## config.mk

```make
export PLATFORM = sky130hd
export DESIGN_NAME = cfg_port_ctrl
export DESIGN_NICKNAME = d
export VERILOG_FILES = /design/src/rtl/cfg_port_pkg.sv /design/src/rtl/cfg_key_unlock.sv /design/src/rtl/cfg_ser_bank.sv /design/src/rtl/cfg_port_ctrl.sv
export SDC_FILE = /design/constraint.sdc
export NUM_CORES = 1
export LEC_CHECK = 0
export ABC_AREA = 1
export BUFFER_PORTS_ARGS = -buffer_cell sky130_fd_sc_hd__buf_2
export CAP_MARGIN = 20
export CORE_ASPECT_RATIO = 0.8
export CORE_MARGIN = 3
export CORE_UTILIZATION = 40
export CTS_CLUSTER_SIZE = 20
export DETAILED_ROUTE_END_ITERATION = 8
export PLACE_DENSITY_LB_ADDON = 0.05
export SETUP_SLACK_MARGIN = 0.2
export SYNTH_ARGS = -nofsm -noshare
export SYNTH_HDL_FRONTEND = slang
export SYNTH_SLANG_ARGS = --single-unit
```

## constraint.sdc

```tcl
create_clock -name clk -period 4.4 [get_ports clk]
set_input_delay 0.44 -clock clk [delete_from_list [all_inputs] [get_ports clk]]
set_output_delay 0.44 -clock clk [all_outputs]
set_load 0.05 [all_outputs]
```

## src/rtl/cfg_port_pkg.sv

```systemverilog
package cfg_port_pkg;

  localparam logic [7:0] EXIT_KEY    = 8'hAA;
  localparam logic [7:0] IDX_LDN     = 8'h07;
  localparam logic [7:0] IDX_EN      = 8'h30;
  localparam logic [7:0] IDX_BASE_HI = 8'h60;
  localparam logic [7:0] IDX_BASE_LO = 8'h61;
  localparam logic [7:0] IDX_IRQ     = 8'h70;
  localparam logic [7:0] LOCKED_READ = 8'hFF;

  typedef enum logic [1:0] {
    ST_SHUT  = 2'd0,
    ST_HALF  = 2'd1,
    ST_OPEN  = 2'd2
  } unlock_st_t;

  function automatic logic [7:0] entry_key(input logic [1:0] sel);
    case (sel)
      2'b01:   return 8'hA0;
      2'b10:   return 8'h87;
      2'b11:   return 8'h67;
      default: return 8'h77;
    endcase
  endfunction

endpackage

```

## src/rtl/cfg_key_unlock.sv

```systemverilog
module cfg_key_unlock
  import cfg_port_pkg::*;
(
  input  logic       clk,
  input  logic       rst,
  input  logic [1:0] key_sel,
  input  logic       wr_en,
  input  logic       port_sel,
  input  logic [7:0] wdata,
  output logic       open
);

  unlock_st_t st_q;
  logic       key_hit;
  logic       exit_hit;

  assign key_hit  = !port_sel && (wdata == entry_key(key_sel));
  assign exit_hit = !port_sel && (wdata == EXIT_KEY);

  always_ff @(posedge clk) begin
    if (rst) begin
      st_q <= ST_SHUT;
    end else if (wr_en) begin
      case (st_q)
        ST_SHUT: if (key_hit) st_q <= ST_HALF;
        ST_HALF: st_q <= key_hit ? ST_OPEN : ST_SHUT;
        ST_OPEN: if (exit_hit) st_q <= ST_SHUT;
        default: st_q <= ST_SHUT;
      endcase
    end
  end

  assign open = (st_q == ST_OPEN);

endmodule

```

## src/rtl/cfg_ser_bank.sv

```systemverilog
module cfg_ser_bank
  import cfg_port_pkg::*;
#(
  parameter int          IRQ_W     = 4,
  parameter logic [15:0] BASE_MASK = 16'h07F8
) (
  input  logic             clk,
  input  logic             rst,
  input  logic             wr_sel,
  input  logic [7:0]       idx,
  input  logic [7:0]       wdata,
  output logic             en,
  output logic [15:0]      base,
  output logic [IRQ_W-1:0] irq,
  output logic [7:0]       rd_val
);

  localparam logic [7:0] MASK_HI = BASE_MASK[15:8];
  localparam logic [7:0] MASK_LO = BASE_MASK[7:0];

  logic [7:0] hi_q, lo_q;

  always_ff @(posedge clk) begin
    if (rst) begin
      en   <= 1'b0;
      hi_q <= '0;
      lo_q <= '0;
      irq  <= '0;
    end else if (wr_sel) begin
      case (idx)
        IDX_EN:      en   <= wdata[0];
        IDX_BASE_HI: hi_q <= wdata & MASK_HI;
        IDX_BASE_LO: lo_q <= wdata & MASK_LO;
        IDX_IRQ:     irq  <= wdata[IRQ_W-1:0];
        default:     ;
      endcase
    end
  end

  assign base = {hi_q, lo_q};

  always_comb begin
    case (idx)
      IDX_EN:      rd_val = {7'd0, en};
      IDX_BASE_HI: rd_val = hi_q;
      IDX_BASE_LO: rd_val = lo_q;
      IDX_IRQ:     rd_val = 8'(irq);
      default:     rd_val = 8'h00;
    endcase
  end

endmodule

```

## src/rtl/cfg_port_ctrl.sv

```systemverilog
module cfg_port_ctrl
  import cfg_port_pkg::*;
#(
  parameter int          NUM_SER   = 4,
  parameter int          IRQ_W     = 4,
  parameter logic [15:0] BASE_MASK = 16'h07F8,
  parameter logic [7:0]  WDT_LDN   = 8'h08
) (
  input  logic                     clk,
  input  logic                     rst,
  input  logic [1:0]               key_sel,
  input  logic                     wr_en,
  input  logic                     rd_en,
  input  logic                     port_sel,
  input  logic [7:0]               wdata,
  output logic [7:0]               rdata,
  output logic [NUM_SER-1:0]       ser_en,
  output logic [NUM_SER*16-1:0]    ser_base,
  output logic [NUM_SER*IRQ_W-1:0] ser_irq,
  output logic                     wdt_en
);

  logic       cfg_open;
  logic [7:0] idx_q;
  logic [7:0] ldn_q;
  logic       data_wr;
  logic [7:0] rd_next;
  logic [7:0] ser_rd [NUM_SER];

  cfg_key_unlock u_unlock (
    .clk      (clk),
    .rst      (rst),
    .key_sel  (key_sel),
    .wr_en    (wr_en),
    .port_sel (port_sel),
    .wdata    (wdata),
    .open     (cfg_open)
  );

  assign data_wr = cfg_open && wr_en && port_sel;

  always_ff @(posedge clk) begin
    if (rst) begin
      idx_q <= '0;
      ldn_q <= '0;
    end else begin
      if (cfg_open && wr_en && !port_sel && (wdata != EXIT_KEY))
        idx_q <= wdata;
      if (data_wr && (idx_q == IDX_LDN))
        ldn_q <= wdata;
    end
  end

  for (genvar g = 0; g < NUM_SER; g++) begin : g_ser
    logic wr_g;
    assign wr_g = data_wr && (ldn_q == 8'(g));

    cfg_ser_bank #(
      .IRQ_W     (IRQ_W),
      .BASE_MASK (BASE_MASK)
    ) u_bank (
      .clk    (clk),
      .rst    (rst),
      .wr_sel (wr_g),
      .idx    (idx_q),
      .wdata  (wdata),
      .en     (ser_en[g]),
      .base   (ser_base[g*16 +: 16]),
      .irq    (ser_irq[g*IRQ_W +: IRQ_W]),
      .rd_val (ser_rd[g])
    );
  end

  always_ff @(posedge clk) begin
    if (rst)
      wdt_en <= 1'b0;
    else if (data_wr && (ldn_q == WDT_LDN) && (idx_q == IDX_EN))
      wdt_en <= wdata[0];
  end

  always_comb begin
    rd_next = 8'h00;
    if (!cfg_open) begin
      rd_next = LOCKED_READ;
    end else if (!port_sel) begin
      rd_next = idx_q;
    end else if (idx_q == IDX_LDN) begin
      rd_next = ldn_q;
    end else if ((ldn_q == WDT_LDN) && (idx_q == IDX_EN)) begin
      rd_next = {7'd0, wdt_en};
    end else begin
      for (int i = 0; i < NUM_SER; i++)
        if (ldn_q == 8'(i)) rd_next = ser_rd[i];
    end
  end

  always_ff @(posedge clk) begin
    if (rst)
      rdata <= '0;
    else if (rd_en)
      rdata <= rd_next;
  end

endmodule

```

==> run summary, run 1 <==
Final TNS setup - 0 ns
Max layer used - met4
Metal-1 WL - 6010 µm
CP arrival - 2.27 ns
Slew Limit Fails - 0
P_sw - 412 µW
Crit path capture type - flip-flop
Maximum clock rate - 0.496 GHz
TritonCTS clock tree - built
Met3 WL - 926 µm
Avg Cell Area, Syn - 7.32 µm²
Fillers - 1115
FF-to-FF Start - idx_q[5]
Initial antenna violation count - 0
Worst Hold Margin - 0.430 ns
P&R area growth vs syn - 12.9%
Max-slew headroom at the worst pin - 42.0%
Final core occ - 46.7%
Data required time of the worst path - 4.66 ns
Tot Pwr - 1.56 mW
Syn Inst Count - 583
CTS H-Tree Depth - 3
Final ANT Viol Nets - 0
CP cell instances - nand2_1 > nor2_2 > nand2_2 > inv_2 > nand2_1 > nand3_1 > nand2_1 > inv_1 > nand2_1 > nand2_1 > nand2_1 > nand2_1 > nand2_1 > a21oi_1
Overall global routing resource usage - 20.6%
Reg clk slew, reported paths - 0.06 ns
Tmin final - 2.01 ns
Clock Power Share - 43.8%
CTS Buf Count - 9
Vias per inst - 5.02
Clock Sinks - 79
Inst Count DP - 773
Cts-stage hold buffer count - 0
Die area - 0.0120 mm²
Number of max-cap violations - 0
Post-synth EDFFs - 0
First-pass iteration count of the detailed router - 5
Combinational share of power - 9.8%
Setup Buffers After CTS - 0
DR vias - 3949
Worst setup path startpoint - idx_q[5]
Critical path class - flip-flop to flip-flop
Port Buf Inserts - 75
Detailed Place HPWL - 9300 µm
Sequential Power Share - 46.4%
Int Pwr - 1.15 mW
Async SR Flop Fraction - 0%
Crit path max fanout - 16
Starting DRT DRC Count - 286
Final setup vio count - 0
Hold Crit Class - input port to flip-flop
Placer Congestion - 0.847
Final Skew - 0.00848 ns
Root Driver - clkbuf_16
Commonest non-fill, non-tap cell in the layout - nand2_1
Avg WL per Cell - 15.6 µm
Post-synth cell types - 41
Hold Violations, Final - 0
Synthesis-stage register bit count - 79
Vias in the first global route - 3448
Pwr Density - 324 mW/mm²
Routed WL - 12200 µm
Drc violations - 0
Synth Warn # - 0
Worst Max-Slew Pin Slew - 0.869 ns
N_diodes - 0
Startpoint types - flip-flop
Total grt overflow - 0
Hold_sp - wr_en
Top cell family by delay on the critical path - simple AND/OR/NAND/NOR gates
Core Region - 0.0103 mm²
Final nets - 662
RSZ-0062 raised after global routing - false
Highest-count cells in the layout ignoring fill and taps - nand2_1 (99), a21oi_1 (79), dfxtp_1 (79), buf_2 (75), o21ai_0 (62)
# rows - 33
Sw Ratio - 26.4%
Slowest Stage Delay on Critical Path - 0.43 ns
Starting density of the core - 41.4%
Share of post-route cells with drive strength above 1 - 21.9%
Largest net degree at the start of global routing - 35
Top_reg_cell synth - dfxtp_1
Non-filler cells, final - 787
Part of the Yosys area used for sequential elements - 37.0%
CP max-delay cell - dfxtp_1
Status - finished, final reports clean
Worst IR Drop VDD - 220 µV
I/O pin count - 108
Cts repair resizes - 0
First-pass GRT wire length - 19400 µm
Synthesized cell area - 0.00427 mm²
Longest Clk Path Bufs - 2
Metal2 WL - 5220 µm
Clock latency on the worst-skew pair - 0.34 ns
Fin crit share - 45.8%
Bufs and invs on worst path - 2
DIE HEIGHT - 98.4 µm
Die X - 122 µm
Lkg Pwr - 2.11 nW
Top cell by count, worst path - nand2_1
## layer usage
metal / vias up / track usage, %
met5: - / 0
met4: 0 / 4.13
met3: 11 / 4.42
met2: 148 / 30.1
met1: 1793 / 31.3
li1: 1997 / -
## final cells by class
class	count	area, µm²	share of cell area (%)
Multi-Input combinational cell	411	2150	44.7
Inverter	67	262	5.43
Tap cell	140	175	3.63
Clock inverter	1	5.00	0.104
Sequential cell	79	1580	32.8
Clock buffer	13	260	5.40
Timing Repair Buffer	76	383	7.94
## worst register-to-register path, stage by stage, from the launching register on
cell and delay, ns:
dfxtp_1 0.43, nand2_1 0.12, nor2_2 0.15, nand2_2 0.19, inv_2 0.28, nand2_1 0.12, nand3_1 0.12, nand2_1 0.06
inv_1 0.06, nand2_1 0.05, nand2_1 0.07, nand2_1 0.05, nand2_1 0.07, nand2_1 0.05, a21oi_1 0.13
## through the flow
step | setup WS (ns) | area, µm²
after CTS | 2.39 | 4820
after detailed placement | 2.23 | 4550
final | 2.39 | 4820
after floorplan | 2.84 | 4390
after global routing | 2.19 | 4820
after global placement | 2.30 | 4550
## path summary, 6_finish.rpt
path,end,slack [ns],cells after the start
hold / removal,u_unlock.st_q[0],0.43,3
hold reg to reg,g_ser[1].u_bank.irq[1],0.48,2
setup reg to reg,rdata[2],2.39,14
setup / recovery,rdata[2],2.39,14
## power groups by stage
stage	Clock (mW)	Sequential, mW	Combinational, mW
2_1_floorplan	0	0.762	0.124
3_3_place_gp	0	0.741	0.152
3_5_place_dp	0	0.741	0.152
4_1_cts	0.693	0.725	0.153
5_1_grt	0.719	0.726	0.163
6_report	0.684	0.725	0.153
## cells in the mapped netlist, types with 7 or more instances
master    number  area, µm²
a211oi_1       7       52.6
a21oi_1       79        395
nand4_1        8       50.1
inv_1         54        203
nor2_4         9        101
inv_2         10       37.5
o21ai_1       14       70.1
nand2_2       12       75.1
clkbuf_1      11       41.3
buf_4         40        300
nor2_1        26       97.6
dfxtp_1       79       1580
nand2_1       99        372
o21ai_0       62        310
nand3_1       22        110
## cells by family (layout without fill, tap and decap cells)
kind of cell / after synthesis / count (layout) / synth area share (%)
simple gates: 198 / 198 / 23.9
compound gates: 177 / 177 / 22.6
buf+inv: 124 / 157 / 15.3
flops: 79 / 79 / 37.0
fa+ha+maj: 3 / 3 / 0.879
other cells: 1 / 32 / 0.0878
xor+xnor: 1 / 1 / 0.205
## registers in the layout (all words and copies together) (netlist names)
name	flops
g_ser.u_bank.en	4
g_ser.u_bank.hi_q	12
g_ser.u_bank.irq	16
g_ser.u_bank.lo_q	20
idx_q	8
ldn_q	8
rdata	8
u_unlock.st_q	2
wdt_en	1
Note: power is estimated with default switching activity, not from simulation.
==> run 2, diff against run 1 <==
Clock period 4.4 ns to 1.6 ns, I/O delays scaled along.
==> run 2 against run 1 <==
Final cell count grew 9.9%. Critical path type unchanged. The run now ends with negative setup slack left. Power grew to 3.0 times the previous value. Worst setup slack lost 2.5 ns. Count of clock-buffer cells in the layout shrank 2. Critical endpoint is now rdata[3]. Design area grew 23%. Largest power group is now clock. Die area is the same.
==> run summary, run 2 (synthesis gave the netlist of run 1 again) <==
Status - finished, violations left
Failing checks - negative setup slack
Slew Limit Fails - 0 (unchanged)
CTS Buf Count - 9 (unchanged)
Detailed Place HPWL - 9960 µm (+7.1%)
RSZ-0062 raised after global routing - true
WHS Endpoint - u_unlock.st_q[0]
Tmin final - 1.69 ns (-0.325 ns)
Final setup vio count - 28 (+28)
Root Driver - clkbuf_16
Initial antenna violation count - 0 (unchanged)
Number of flip-flops in the largest register - 20 (unchanged)
P&R area growth vs syn - 38.7%
Non-filler cells, final - 865 (+9.9%)
Placer Congestion - 0.914 (+7.9%)
First-pass GRT wire length - 21200 µm (+9.2%)
CTS H-Tree Depth - 3 (unchanged)
Routed WL - 13500 µm (+10%)
Final nets - 739 (+12%)
Fillers - 996 (-11%)
Drc violations - 0 (unchanged)
Top Registers - g_ser.u_bank.lo_q x20, g_ser.u_bank.irq x16, g_ser.u_bank.hi_q x12
Maximum clock rate - 0.592 GHz (+19%)
Longest Clk Path Bufs - 2 (unchanged)
N_diodes - 0 (unchanged)
Hold_sp - wr_en
Reg with most FFs - g_ser.u_bank.lo_q
Critical path class - flip-flop to flip-flop
Vias per inst - 5.00 (-0.29%)
Inst Count DP - 819 (+6.0%)
Starting density of the core - 41.4% (unchanged)
Grt peak-use layer - met2
Starting DRT DRC Count - 271 (-5.2%)
Hold Violations, Final - 0 (unchanged)
FF-to-FF Start - ldn_q[2]
Final Skew - 0.00515 ns (-0.00333 ns)
Hold Crit Class - input port to flip-flop
Pwr Density - 783 mW/mm² (+140%)
Worst IR Drop VDD - 549 µV (+150%)
DR vias - 4328 (+9.6%)
Met2 usage - 34.2% (+4.2 points)
Vias in the first global route - 3906 (+13%)
First-pass iteration count of the detailed router - 5 (unchanged)
Pre-CTS setup slack - -0.123 ns (-2.35 ns)
Commonest non-fill, non-tap cell in the layout - nand2_1
Number of max-cap violations - 0 (unchanged)
Overall global routing resource usage - 22.6% (+2.0 points)
TritonCTS clock tree - built
Port Buf Inserts - 75 (unchanged)
Lkg Pwr - 2.69 nW (+27%)
Crit path capture type - flip-flop
Avg WL per Cell - 15.6 µm (+0.41%)
Core Region - 0.0103 mm² (unchanged)
Reg2Reg Setup Slack - -0.09 ns (-2.48 ns)
Global routing usage on met3 - 4.30% (-0.11 points)
Worst R2R Path Depth - 12 (-2)
Highest-count cells in the layout ignoring fill and taps - nand2_1 (82), buf_2 (75), dfxtp_1 (71), a21oi_1 (66), buf_4 (51)
CP arrival - 1.92 ns (-0.35 ns)
Die area - 0.0120 mm² (unchanged)
Share of post-route cells with drive strength above 1 - 40.0% (+18 points)
Final ANT Viol Nets - 0 (unchanged)
Data required time of the worst path - 1.83 ns (-2.83 ns)
Clock Sinks - 79 (unchanged)
Multi-input logic area - 0.00247 mm² (+15%)
DIE HEIGHT - 98.4 µm (unchanged)
Reg clk slew, reported paths - 0.06 ns (about the same)
I/O pin count - 108 (unchanged)
Largest net degree at the start of global routing - 58 (+66%)
Die X - 122 µm (unchanged)
# rows - 33 (unchanged)
Fin crit share - 106% (+60 points)
Hold depth - 3 (unchanged)
Clock latency on the worst-skew pair - 0.34 ns (about the same)
Met1 Usage GRT - 33.3% (+2.0 points)
Register Area - 0.00160 mm² (+0.95%)
R2R Path End - rdata[3]
Crit path max fanout - 6 (-10)
Cts-stage hold buffer count - 0 (unchanged)
Startpoint types - flip-flop
Final worst slack - -0.0903 ns (-2.48 ns)
Total grt overflow - 0 (unchanged)
run 2: changes by cell type in the layout (fill, tap and decap cells not counted), sizes merged:
cell	previous run	this run
buf	76	150
bufinv	0	2
clkbuf	13	11
nor2	43	45
inv	66	67
nand2	113	114
run 2: final cells by class:
type	count	area share, %
flip-flops and latches	79	27.0
multi-input cells	414	41.7
clock inverters	4	1.18
inverters	67	5.09
clock buffers	11	4.10
well taps	140	2.96
repair buffers	150	18.0
run 2: worst max-delay path by stage:
stage                         from       end  depth (start not counted)
after floorplan           ldn_q[2]  rdata[3]                         12
after global placement    ldn_q[5]  rdata[3]                         12
after detailed placement  idx_q[3]  rdata[3]                         15
after CTS                 idx_q[0]  rdata[3]                         15
after global routing      idx_q[3]  rdata[0]                         14
final                     ldn_q[2]  rdata[3]                         12
run 2: metal layers:
metal / share of wire (%) / vias to the layer above
li1: - / 2159
met1: 48 / 2033
met2: 45 / 121
met3: 5.4 / 15
met4: 1.1 / 0
met5: 0 / -
run 2: worst max-delay path, cell delays in order (launching register included):
cell and delay [ns]:
dfxtp_2 0.33, nor2_4 0.17, inv_2 0.06, nor3_4 0.23, nand2_4 0.15, inv_8 0.11
o211ai_1 0.08, nand2_1 0.10, nand2_1 0.07, nand2_1 0.07, nand2_1 0.07, nand2_1 0.08
a21oi_2 0.05
run 2: timing repair:
action / CTS / global route
endpoints found under the setup margin: 68 / 69
resized for setup: 56 / 66
buffers inserted: 14 / 14
pin swaps: 27 / 38
cloned: 2 / 1
run 2: power by group:
part / total, mW / switching, mW / internal [mW]
registers: 1.99 / 0.00947 / 1.98
logic: 0.457 / 0.377 / 0.0796
clock network: 2.19 / 0.791 / 1.39
run 2: stage by stage:
step / hold slack [ns] / utilization [%] / power, mW / cell area (µm²) / TNS (ns)
detailed placement: 0.472 / 48.1 / 2.48 / 4960 / -0.756
floorplan: 0.238 / - / 2.44 / 4410 / 0
CTS: 0.136 / 54.2 / 4.67 / 5600 / -0.509
finish: 0.144 / 57.4 / 4.63 / 5920 / -0.767
global placement: 0.466 / 48.1 / 2.48 / 4960 / -0.108
global route: 0.152 / 57.4 / 4.79 / 5920 / -6.08
